--- src/rtl/wdt_keyed_pkg.sv ---
package wdt_keyed_pkg;
  typedef enum logic {
    KEY_IDLE = 1'b0,
    KEY_HALF = 1'b1
  } key_state_t;

  localparam int          WDT_BUS_W    = 8;
  localparam logic [7:0]  WDT_KEY_A    = 8'h1E;
  localparam logic [7:0]  WDT_KEY_B    = 8'hE1;
  localparam logic [7:0]  WDT_KEY_ADDR = 8'hA6;
  localparam logic [7:0]  WDT_AUX_ADDR = 8'h8E;
endpackage

--- src/rtl/wdt_key_decoder.sv ---
module wdt_key_decoder
  import wdt_keyed_pkg::*;
#(
  parameter int            AW          = 8,
  parameter int            DW          = 8,
  parameter logic [AW-1:0] KEY_ADDR    = WDT_KEY_ADDR,
  parameter logic [AW-1:0] AUX_ADDR    = WDT_AUX_ADDR,
  parameter logic [DW-1:0] KEY_FIRST   = WDT_KEY_A,
  parameter logic [DW-1:0] KEY_SECOND  = WDT_KEY_B,
  parameter int            PIN_DIS_BIT = 3
) (
  input  logic          clk,
  input  logic          rst,
  input  logic          hold,
  input  logic          wr_en,
  input  logic [AW-1:0] wr_addr,
  input  logic [DW-1:0] wr_data,
  output logic          kick,
  output logic          pin_dis
);
  key_state_t state;
  logic       key_wr;

  assign key_wr = wr_en && (wr_addr == KEY_ADDR);
  assign kick   = key_wr && !hold && (state == KEY_HALF) && (wr_data == KEY_SECOND);

  always_ff @(posedge clk) begin
    if (rst) begin
      state   <= KEY_IDLE;
      pin_dis <= 1'b0;
    end else begin
      if (wr_en && (wr_addr == AUX_ADDR))
        pin_dis <= wr_data[PIN_DIS_BIT];
      if (hold)
        state <= KEY_IDLE;
      else if (key_wr)
        state <= (wr_data == KEY_FIRST) ? KEY_HALF : KEY_IDLE;
    end
  end
endmodule

--- src/rtl/wdt_cycle_counter.sv ---
module wdt_cycle_counter #(
  parameter int CNT_W = 14
) (
  input  logic clk,
  input  logic rst,
  input  logic mc_en,
  input  logic kick,
  output logic armed,
  output logic overflow
);
  localparam logic [CNT_W-1:0] CNT_MAX = {CNT_W{1'b1}};

  logic [CNT_W-1:0] cnt;

  assign overflow = armed && !kick && mc_en && (cnt == CNT_MAX);

  always_ff @(posedge clk) begin
    if (rst) begin
      armed <= 1'b0;
      cnt   <= '0;
    end else if (kick) begin
      armed <= 1'b1;
      cnt   <= '0;
    end else if (overflow) begin
      armed <= 1'b0;
      cnt   <= '0;
    end else if (armed && mc_en) begin
      cnt <= cnt + 1'b1;
    end
  end
endmodule

--- src/rtl/wdt_pulse_gen.sv ---
module wdt_pulse_gen #(
  parameter int LEN = 98
) (
  input  logic clk,
  input  logic rst,
  input  logic fire,
  input  logic pin_dis,
  output logic sys_rst_q,
  output logic pin_q
);
  localparam int PW = (LEN > 1) ? $clog2(LEN) : 1;

  logic [PW-1:0] left;

  always_ff @(posedge clk) begin
    if (rst) begin
      sys_rst_q <= 1'b0;
      pin_q     <= 1'b0;
      left      <= '0;
    end else if (fire) begin
      sys_rst_q <= 1'b1;
      pin_q     <= !pin_dis;
      left      <= PW'(LEN - 1);
    end else if (sys_rst_q) begin
      if (left == '0) begin
        sys_rst_q <= 1'b0;
        pin_q     <= 1'b0;
      end else begin
        left <= left - 1'b1;
      end
    end
  end
endmodule

--- src/rtl/wdt_keyed.sv ---
module wdt_keyed
  import wdt_keyed_pkg::*;
#(
  parameter int            AW          = WDT_BUS_W,
  parameter int            DW          = WDT_BUS_W,
  parameter int            CNT_W       = 14,
  parameter int            PULSE_LEN   = 98,
  parameter logic [AW-1:0] KEY_ADDR    = WDT_KEY_ADDR,
  parameter logic [AW-1:0] AUX_ADDR    = WDT_AUX_ADDR,
  parameter logic [DW-1:0] KEY_FIRST   = WDT_KEY_A,
  parameter logic [DW-1:0] KEY_SECOND  = WDT_KEY_B,
  parameter int            PIN_DIS_BIT = 3
) (
  input  logic          clk,
  input  logic          rst,
  input  logic          mc_en,
  input  logic          wr_en,
  input  logic [AW-1:0] wr_addr,
  input  logic [DW-1:0] wr_data,
  output logic          rst_pin_out,
  output logic          sys_rst_out
);
  logic kick;
  logic pin_dis;
  logic armed;
  logic overflow;
  logic pulse_on;
  logic pin_on;

  wdt_key_decoder #(
    .AW(AW), .DW(DW), .KEY_ADDR(KEY_ADDR), .AUX_ADDR(AUX_ADDR),
    .KEY_FIRST(KEY_FIRST), .KEY_SECOND(KEY_SECOND), .PIN_DIS_BIT(PIN_DIS_BIT)
  ) u_dec (
    .clk(clk), .rst(rst), .hold(pulse_on), .wr_en(wr_en),
    .wr_addr(wr_addr), .wr_data(wr_data), .kick(kick), .pin_dis(pin_dis)
  );

  wdt_cycle_counter #(.CNT_W(CNT_W)) u_cnt (
    .clk(clk), .rst(rst), .mc_en(mc_en), .kick(kick),
    .armed(armed), .overflow(overflow)
  );

  wdt_pulse_gen #(.LEN(PULSE_LEN)) u_pulse (
    .clk(clk), .rst(rst), .fire(overflow), .pin_dis(pin_dis),
    .sys_rst_q(pulse_on), .pin_q(pin_on)
  );

  assign sys_rst_out = pulse_on;
  assign rst_pin_out = pin_on;
endmodule

--- config.mk ---
export PLATFORM = sky130hd
export DESIGN_NAME = wdt_keyed
export DESIGN_NICKNAME = d
export VERILOG_FILES = /design/src/rtl/wdt_keyed_pkg.sv /design/src/rtl/wdt_key_decoder.sv /design/src/rtl/wdt_cycle_counter.sv /design/src/rtl/wdt_pulse_gen.sv /design/src/rtl/wdt_keyed.sv
export SDC_FILE = /design/constraint.sdc
export NUM_CORES = 1
export LEC_CHECK = 0
export ABC_AREA = 1
export BUFFER_PORTS_ARGS = -buffer_cell sky130_fd_sc_hd__buf_2
export CORE_MARGIN = 2
export CORE_UTILIZATION = 55
export CTS_CLUSTER_SIZE = 30
export DETAILED_ROUTE_END_ITERATION = 8
export MAX_ROUTING_LAYER = met4
export PLACE_DENSITY = 0.77
export SYNTH_ARGS = -nofsm -noshare
export SYNTH_HDL_FRONTEND = slang
export SYNTH_SLANG_ARGS = --single-unit
--- constraint.sdc ---
create_clock -name clk -period 3.4 [get_ports clk]
set_input_delay 0.51 -clock clk [delete_from_list [all_inputs] [get_ports clk]]
set_output_delay 0.51 -clock clk [all_outputs]
set_load 0.01 [all_outputs]
== Yosys cells after proc, flatten, opt, wreduce, memory -nomap -nowiden ==
Cells that the tools add are included.

* Div/mod/pow operators: 0
* Multiply operators: 0
* Shift-type cells: 0
* Bitwise logic cells: 1
* Magnitude comparators: 0
* Reductions and logical operators: 22
* Add/subtract/negate cells: 2
* Multiplexer cells: 12
* Equality and inequality tests: 6

{| class="wikitable"
|+ Operators with widths
! cell !! count
|-
| $eq 8x8->1 const B || 3
|-
| $mux 7 || 3
|-
| $add 14x1->14 const B || 1
|-
| $eq 14x14->1 const B || 1
|-
| $logic_and 1x1->1 || 9
|-
| $mux 1 || 9
|-
| $eq 8x5->1 const B || 1
|-
| $logic_not 7->1 || 1
|-
| $sub 7x1->7 const B || 1
|-
| $reduce_and 2->1 || 3
|-
| $reduce_bool 2->1 || 3
|-
| $reduce_or 2->1 || 2
|-
| $logic_not 1->1 || 3
|-
| $reduce_or 3->1 || 1
|-
| $ne 2x2->1 const B || 1
|-
| $not 1->1 || 1
|}

* Bits in latches: 0
* Output and inout bits: 2
* Bits in read-only memories: 0
* Input bits: 20
* Memories: 0
* Memory bits (writable): 0
* Logic and storage cells: 51
* Register bits: 26

== Depth between registers and ports, before layout ==
Gate-level depths: netlist (run 1).

* Depth in word-level cells: 11
* Gate-level depth with buffers: 9
* Mapped depth without buffers: 8

== Hierarchy ==
Synthesis (run 1) repeated with hierarchy kept, for this count alone.

* Cells, all modules: 231
* Area total of the unflattened synthesis: 1529.0 um^2

{| class="wikitable"
|+ Modules (own cells, without submodules)
! module !! times used !! cells an instance !! area an instance (um^2) !! seq. area each (um^2)
|-
| wdt_cycle_counter || 1 || 122 || 830.8 || 300.3
|-
| wdt_pulse_gen || 1 || 63 || 457.9 || 180.2
|-
| wdt_key_decoder || 1 || 46 || 240.2 || 40.0
|}

== Worst setup path before layout (run 1) ==
Ideal clock, no wire load.

* Path kind: input port to flip-flop
* Start: in wr_en
* End: reg u_cnt.cnt[10]
* Stages on the path: 8
* Path slack: 2.065 ns
* Arrival time: 1.221 ns
* Required time: 3.286 ns
* Library setup time: 0.114 ns
* Buffers on the path: 1
* Path through: inv_1 nor2_1 nand3_1 nor2_4 nand2_2 nand3_4 buf_6 nor2_1

* Longest elaborated chain between the ends: 9

{| class="wikitable"
|+ RTL lines
! element !! line !! text
|-
| start: declaration || wdt_keyed.sv:17 || <nowiki>input logic wr_en,</nowiki>
|-
| $logic_and 1x1->1 (*) || wdt_key_decoder.sv:24 || <nowiki>assign key_wr = wr_en && (wr_addr == KEY_ADDR);</nowiki>
|-
| $logic_and 1x1->1 (*) (3 in series) || wdt_key_decoder.sv:25 || <nowiki>assign kick = key_wr && !hold && (state == KEY_HALF) && (wr_data == KEY_SECOND);</nowiki>
|-
| $logic_not 1->1 || wdt_cycle_counter.sv:15 || <nowiki>assign overflow = armed && !kick && mc_en && (cnt == CNT_MAX);</nowiki>
|-
| $logic_and 1x1->1 (3 in series) || wdt_cycle_counter.sv:15 ||
|-
| $reduce_or 3->1 (no line) (*) || n/a ||
|-
| end signal: assignment || wdt_cycle_counter.sv:28 || <nowiki>cnt <= cnt + 1'b1;</nowiki>
|-
| end: declaration || wdt_cycle_counter.sv:13 || <nowiki>logic [CNT_W-1:0] cnt;</nowiki>
|}

Mark *: on every way between the ends. The rest lies on a longest branch, timed or not.
A chain may end at the register's enable or synchronous reset.

== Worst setup path after layout (run 1) ==
* Start: reg u_pulse.sys_rst_q
* End: out sys_rst_out

{| class="wikitable"
|+ RTL lines
! element !! line !! text
|-
| start: declaration || wdt_pulse_gen.sv:8 || <nowiki>output logic sys_rst_q,</nowiki>
|-
| start signal: assignment || wdt_pulse_gen.sv:17 || <nowiki>sys_rst_q <= 1'b0;</nowiki>
|-
| start signal: assignment || wdt_pulse_gen.sv:21 || <nowiki>sys_rst_q <= 1'b1;</nowiki>
|-
| start signal: assignment || wdt_pulse_gen.sv:26 || <nowiki>sys_rst_q <= 1'b0;</nowiki>
|-
| end: declaration || wdt_keyed.sv:21 || <nowiki>output logic sys_rst_out</nowiki>
|}

No word-level cell between the ends.

==> impl_metrics.ini, run 1 <==
[floorplan]
die_y_microns = 56.3
rows = 18
start_util_pct = 59.5
dieArea_sq_um = 3160
die_width_microns = 56.3
core_sq_um = 2520
io_pins = 22

[power_and_ir_drop]
vdd_drop_max_v = 0.000249
clkPwrFrac_pct = 39.7
p_leak_nw = 0.714
p_seq_share_pct = 55.5
switchingPower_uw = 113
intPower_uw = 436
pwr-share-comb_pct = 4.8
swShare_pct = 20.6
fin_total_pwr_uw = 549
powerDensity_nw_per_um2 = 328

[run_status]
status = completed

[cts]
clkTransAtPathRegs_ns = 0.15
clk_latency_ns = 0.33
cts_setup_buffers = 0
cts_hold_buf = 0
clock_tree.root_cell = clkbuf_4
cts_buffer_depth = 2
post_cts_resized = 0
tritoncts = done
cts_sinks = 26
cts_buffers = 3
cts.htree.levels = 1

[placement]
dp_hpwl_mm = 2.17
port_buffers = 21
post-place-ws_ns = 1.91
globalplace.congestion = 0.815
placed_cells = 267
postPlaceCellArea_sq_um = 1620

[cells_and_area]
multi_input_area_sq_um = 838
nets = 264
diodes = 0
design_area_sq_um = 1670
area_growth_pct = 11.5
n_fill_cell = 248
layout-drive-gt1-share_pct = 19.1
layoutNonFillerInstCount = 271
seq_area_sq_um = 520

[routing]
wl_mm = 2.81
drt_iter0_markers = 36
wire_per_inst_microns = 10.4
drt_first_pass_iters = 4
drc = 0
routed_via_density = 5.17
antenna_left = 0
vias = 1400

[timing]
max_slew_margin_pct = 74.1
finalCriticalPeriod_ns = 1.63
fin_crit_sh_pct = 48.0
max_freq_mhz = 612
setup_ws_ns = 1.77
finClkSkew_ns = 0.00660
rsz0062_at_grt = no
timing.setup.tns_ns = 0
tightest_slew_ns = 0.387
hold_viol = 0
slew_violations = 0
setup_viol = 0

[worst_setup_path]
worst_setup_path_end_kind = output pin
critPathTopFamily = flip-flops
slowest_delay_ns = 0.59
cp.buffers_inverters = 1
cp.required_ns = 2.89
worst-path-max-fanout = 10
reg2reg_setup_slack_ns = 1.97
worstSetupPathType = flip-flop to output pin
crit_path_cell_trace = buf_2
worstPathArrival_ns = 1.12
crit_path_start_kind = flip-flop
cp_slowest_cell = dfxtp_1
cp_num_cells = 1
r2r_cells = 7

[global_routing]
grt_pass1_wl_mm = 4.92
track_usage_pct = 19.5
grt_pass1_vias = 1242
gr-total-overflow = 0
grt_start_max_net_pins = 16
antenna_found_initial = 0

[logic_synthesis]
syn_nets = 240
synth-seq-cells = 26
synth_cell_types = 28
syn-cell-area_sq_um = 1500
synth_flop_cell = dfxtp_1
postSynthAreaPerCell_sq_um = 6.89
synthCells = 218
synthArstFlopShare_pct = 0
yosysWarnings = 0
synth_enable_flop_cells = 0
ys_seq_area_share_pct = 34.7

[min_path]
hp-class = primary input to flip-flop
hold_path_depth = 2

[flow_run]
cap_viol_max_count = 0
[cell type report]
| type | instances | share of cell area (%) |
|---|---|---|
| multi-input combinational | 158 | 50.1 |
| sequential | 26 | 31.1 |
| inverter | 32 | 7.17 |
| timing repair buffer | 21 | 6.28 |
| tap | 30 | 2.24 |
| clock inverter | 1 | 1.79 |
| clock buffer | 3 | 1.35 |
[kinds of logic (layout without fill, tap and decap cells)]
group | Yosys count | count (layout) | synth area share (%)
simple gates | 132 | 132 | 43.6
buf+inv | 34 | 57 | 9.50
flops | 26 | 26 | 34.7
compound gates | 16 | 16 | 5.92
xor+xnor | 8 | 8 | 4.67
fa+ha+maj | 2 | 2 | 1.67
[synthesized netlist by cell type, types with 3 or more instances]
library cell	number	area [sq um]
nor2_4	3	33.8
dfxtp_1	26	521
xnor2_1	3	26.3
nor2_2	3	18.8
inv_1	31	116
o21ai_0	6	30.0
nand2_1	42	158
nand4_1	10	62.6
nand3_1	16	80.1
nor2_1	40	150
xor2_1	5	43.8
nand2_2	5	31.3
a21oi_1	8	40.0
[cell usage in the layout (no fill, tap or decap), types with 2 or more instances in the layout]
cell | Yosys | final
dfxtp_1 | 26 | 26
nand2_2 | 5 | 5
nand2_4 | 2 | 2
or2_2 | 2 | 2
buf_2 | 0 | 21
nand3_2 | 2 | 2
nand4_1 | 10 | 10
nor2_2 | 3 | 3
xnor2_1 | 3 | 3
ha_1 | 2 | 2
xor2_1 | 5 | 5
o21ai_0 | 6 | 6
a21oi_1 | 8 | 8
nand3_1 | 16 | 16
nor2_4 | 3 | 3
inv_1 | 31 | 31
nor2_1 | 40 | 40
clkbuf_4 | 0 | 3
nand2_1 | 42 | 42
[path summary, 6_finish.rpt]
check | start | end
worst max register to register | u_cnt.cnt[0]$_SDFFE_PP0P_ | u_pulse.left[0]$_SDFFE_PP0P_
worst max-delay path | u_pulse.sys_rst_q$_SDFF_PP0_ | sys_rst_out
worst min-delay path | rst | u_pulse.left[6]$_SDFFE_PP0P_
worst min register to register | u_pulse.left[6]$_SDFFE_PP0P_ | u_pulse.left[6]$_SDFFE_PP0P_
[power groups by stage]
stage / logic [mW] / clock network (mW) / registers [mW]
finish: 0.0264 / 0.218 / 0.305
detailed placement: 0.0266 / 0 / 0.311
CTS: 0.0268 / 0.218 / 0.305
floorplan: 0.0130 / 0 / 0.311
global placement: 0.0264 / 0 / 0.311
global route: 0.0306 / 0.228 / 0.305
[stage by stage]
step,hold WS [ns],util (%)
after floorplan,0.448,-
after global placement,0.477,64.3
after detailed placement,0.470,64.3
after CTS,0.358,66.4
after global routing,0.355,66.4
final,0.357,66.4
[metal layers]
layer	wire length, microns	global-route usage (%)	vias up
met3	124	2.53	3
met5	0	-	-
met4	23	6.46	0
met1	1290	23.3	634
met2	1380	33.8	28
li1	-	-	735
[state kept, by name, summed over array words and instances (netlist names)]
signal             cells
u_cnt.cnt             14
u_pulse.left           7
u_cnt.armed            1
u_dec.pin_dis          1
u_dec.state            1
u_pulse.pin_q          1
u_pulse.sys_rst_q      1
Note: power is estimated with default switching activity, not from simulation.
==> inputs of run 2 (changes only) <==
CORE_UTILIZATION = 50   (was 55)
PLACE_DENSITY = 0.74   (was 0.77)
clock period = 1.3 ns   (was 3.4 ns; I/O delays follow)
==> impl_metrics.ini, run 2 (same netlist as run 1, synthesis figures left out) <==
[worst_setup_path]
slowest_delay_ns = 0.39
worst-path-max-fanout = 5
cp.buffers_inverters = 1
cp_slowest_cell = dfxtp_4
worst_setup_path_end_kind = flip-flop
crit_path_cell_trace = ha_4 > nand3_4 > inv_1 > nand3_1 > nor2_1 > nand2_2 > nand2_4 > nor2_1
cp_num_cells = 8
r2r_cells = 8
worstPathArrival_ns = 1.50
crit_path_start_kind = flip-flop
worstSetupPathType = flip-flop to flip-flop
rr_startpoint = u_cnt.cnt[0]$_SDFFE_PP0P_
cp_common_cell = nor2_1
cp.required_ns = 1.52
crit_path_start = u_cnt.cnt[0]$_SDFFE_PP0P_
critPathTopFamily = simple AND/OR/NAND/NOR gates

[cts]
clkTransAtPathRegs_ns = 0.13
cts_buffer_depth = 2
cts_sinks = 26
clk_latency_ns = 0.31
cts_hold_buf = 0
cts_buffers = 3
cts.htree.levels = 1
tritoncts = done
clock_tree.root_cell = clkbuf_4

[timing]
max_slew_margin_pct = 79.9
tightest_slew_ns = 0.301
slew_violations = 0
hold_viol = 0
rsz0062_at_grt = yes
fin_crit_sh_pct = 98.5
setup_ws_ns = 0.0191
max_freq_mhz = 781
finalCriticalPeriod_ns = 1.28
finClkSkew_ns = 0.00660
setup_viol = 0
whs_ns = 0.0748
timing.setup.tns_ns = 0

[floorplan]
die_width_microns = 58.8
core_sq_um = 2810
die_y_microns = 58.8
start_util_pct = 53.5
rows = 19
io_pins = 22
dieArea_sq_um = 3460

[power_and_ir_drop]
p_leak_nw = 0.858
vdd_drop_max_v = 0.000563
powerDensity_nw_per_um2 = 625

[cells_and_area]
diodes = 0
layout-drive-gt1-share_pct = 34.5
mostFrequentLayoutCells = 41 x nand2_1, 35 x nor2_1, 28 x inv_1
nets = 279
largest_reg_flops = 14
area_growth_pct = 28.2
top_register = u_cnt.cnt
reg_top3 = u_cnt.cnt x14, u_pulse.left x7
final_common_cell = nand2_1

[min_path]
min_from = rst
hold_path_depth = 2
hp-class = primary input to flip-flop

[run_status]
status = finished with violations
violations = DRC

[global_routing]
grt_start_max_net_pins = 14
grt_pass1_wl_mm = 5.59
antenna_found_initial = 0
gr-total-overflow = 0
grt_pass1_vias = 1331
track_usage_pct = 21.2

[routing]
antenna_left = 0
vias = 1468
drt_first_pass_iters = 6
drt_iter0_markers = 68
wire_per_inst_microns = 11.6
routed_via_density = 5.13
wl_mm = 3.30
drc = 4

[placement]
globalplace.congestion = 0.808
port_buffers = 21
post-place-ws_ns = -0.0168
dp_hpwl_mm = 2.28

[flow_run]
cap_viol_max_count = 0
## run 2: where the power goes
part | switching [mW] | internal, mW
combinational | 0.0442 | 0.0349
sequential | 0.0000526 | 0.792
clock | 0.222 | 0.108
total | 0.266 | 0.936
## run 2: area by class of cell
| type | count | area, sq um |
|---|---|---|
| multi-input cells | 159 | 993 |
| repair buffers | 35 | 214 |
| clock buffers | 3 | 22.5 |
| flip-flops and latches | 26 | 533 |
| fillers | 244 | 881 |
| well taps | 31 | 38.8 |
| inverters | 32 | 123 |
## run 2: timing repair
action / CTS / global route
endpoints found under the setup margin: 22 / 24
setup buffers: 1 / 1
resized for setup: 15 / 31
cloned: 1 / 0
pin swaps: 2 / 12
## run 2: final timing paths
kind	slack, ns	to
max	0.02	u_pulse.left[1]$_SDFFE_PP0P_
min reg2reg	0.49	u_pulse.left[6]$_SDFFE_PP0P_
min	0.07	u_pulse.sys_rst_q$_SDFF_PP0_
max reg2reg	0.02	u_pulse.left[1]$_SDFFE_PP0P_
## run 2: per-layer routing
| layer | up-vias | wire (microns) | track usage, % | share of wire, % |
|---|---|---|---|---|
| li1 | 765 | - | - | - |
| met1 | 657 | 1540 | 27.3 | 47 |
| met4 | 0 | 37 | 5.84 | 1.1 |
| met3 | 6 | 111 | 1.98 | 3.4 |
| met5 | - | 0 | - | 0 |
| met2 | 40 | 1620 | 35.4 | 49 |
## run 2: worst reg2reg max path: cells and delay by family (launching register included)
family	cells	cell delay, ns
AND/OR/NAND/NOR	6	0.57
buffers and inverters	1	0.09
adder cells (fa/ha/maj)	1	0.15
flip-flops	1	0.39
## run 2: through the flow
stage / total power [mW] / util [%] / instance area (sq um) / cells
detailed placement: 0.887 / 61.1 / 1710 / 280
global route: 1.25 / 68.6 / 1920 / 286
finish: 1.20 / 68.6 / 1920 / 286
CTS: 1.21 / 64.7 / 1820 / 285
global placement: 0.886 / 61.1 / 1710 / 280
floorplan: 0.848 / - / 1500 / 218
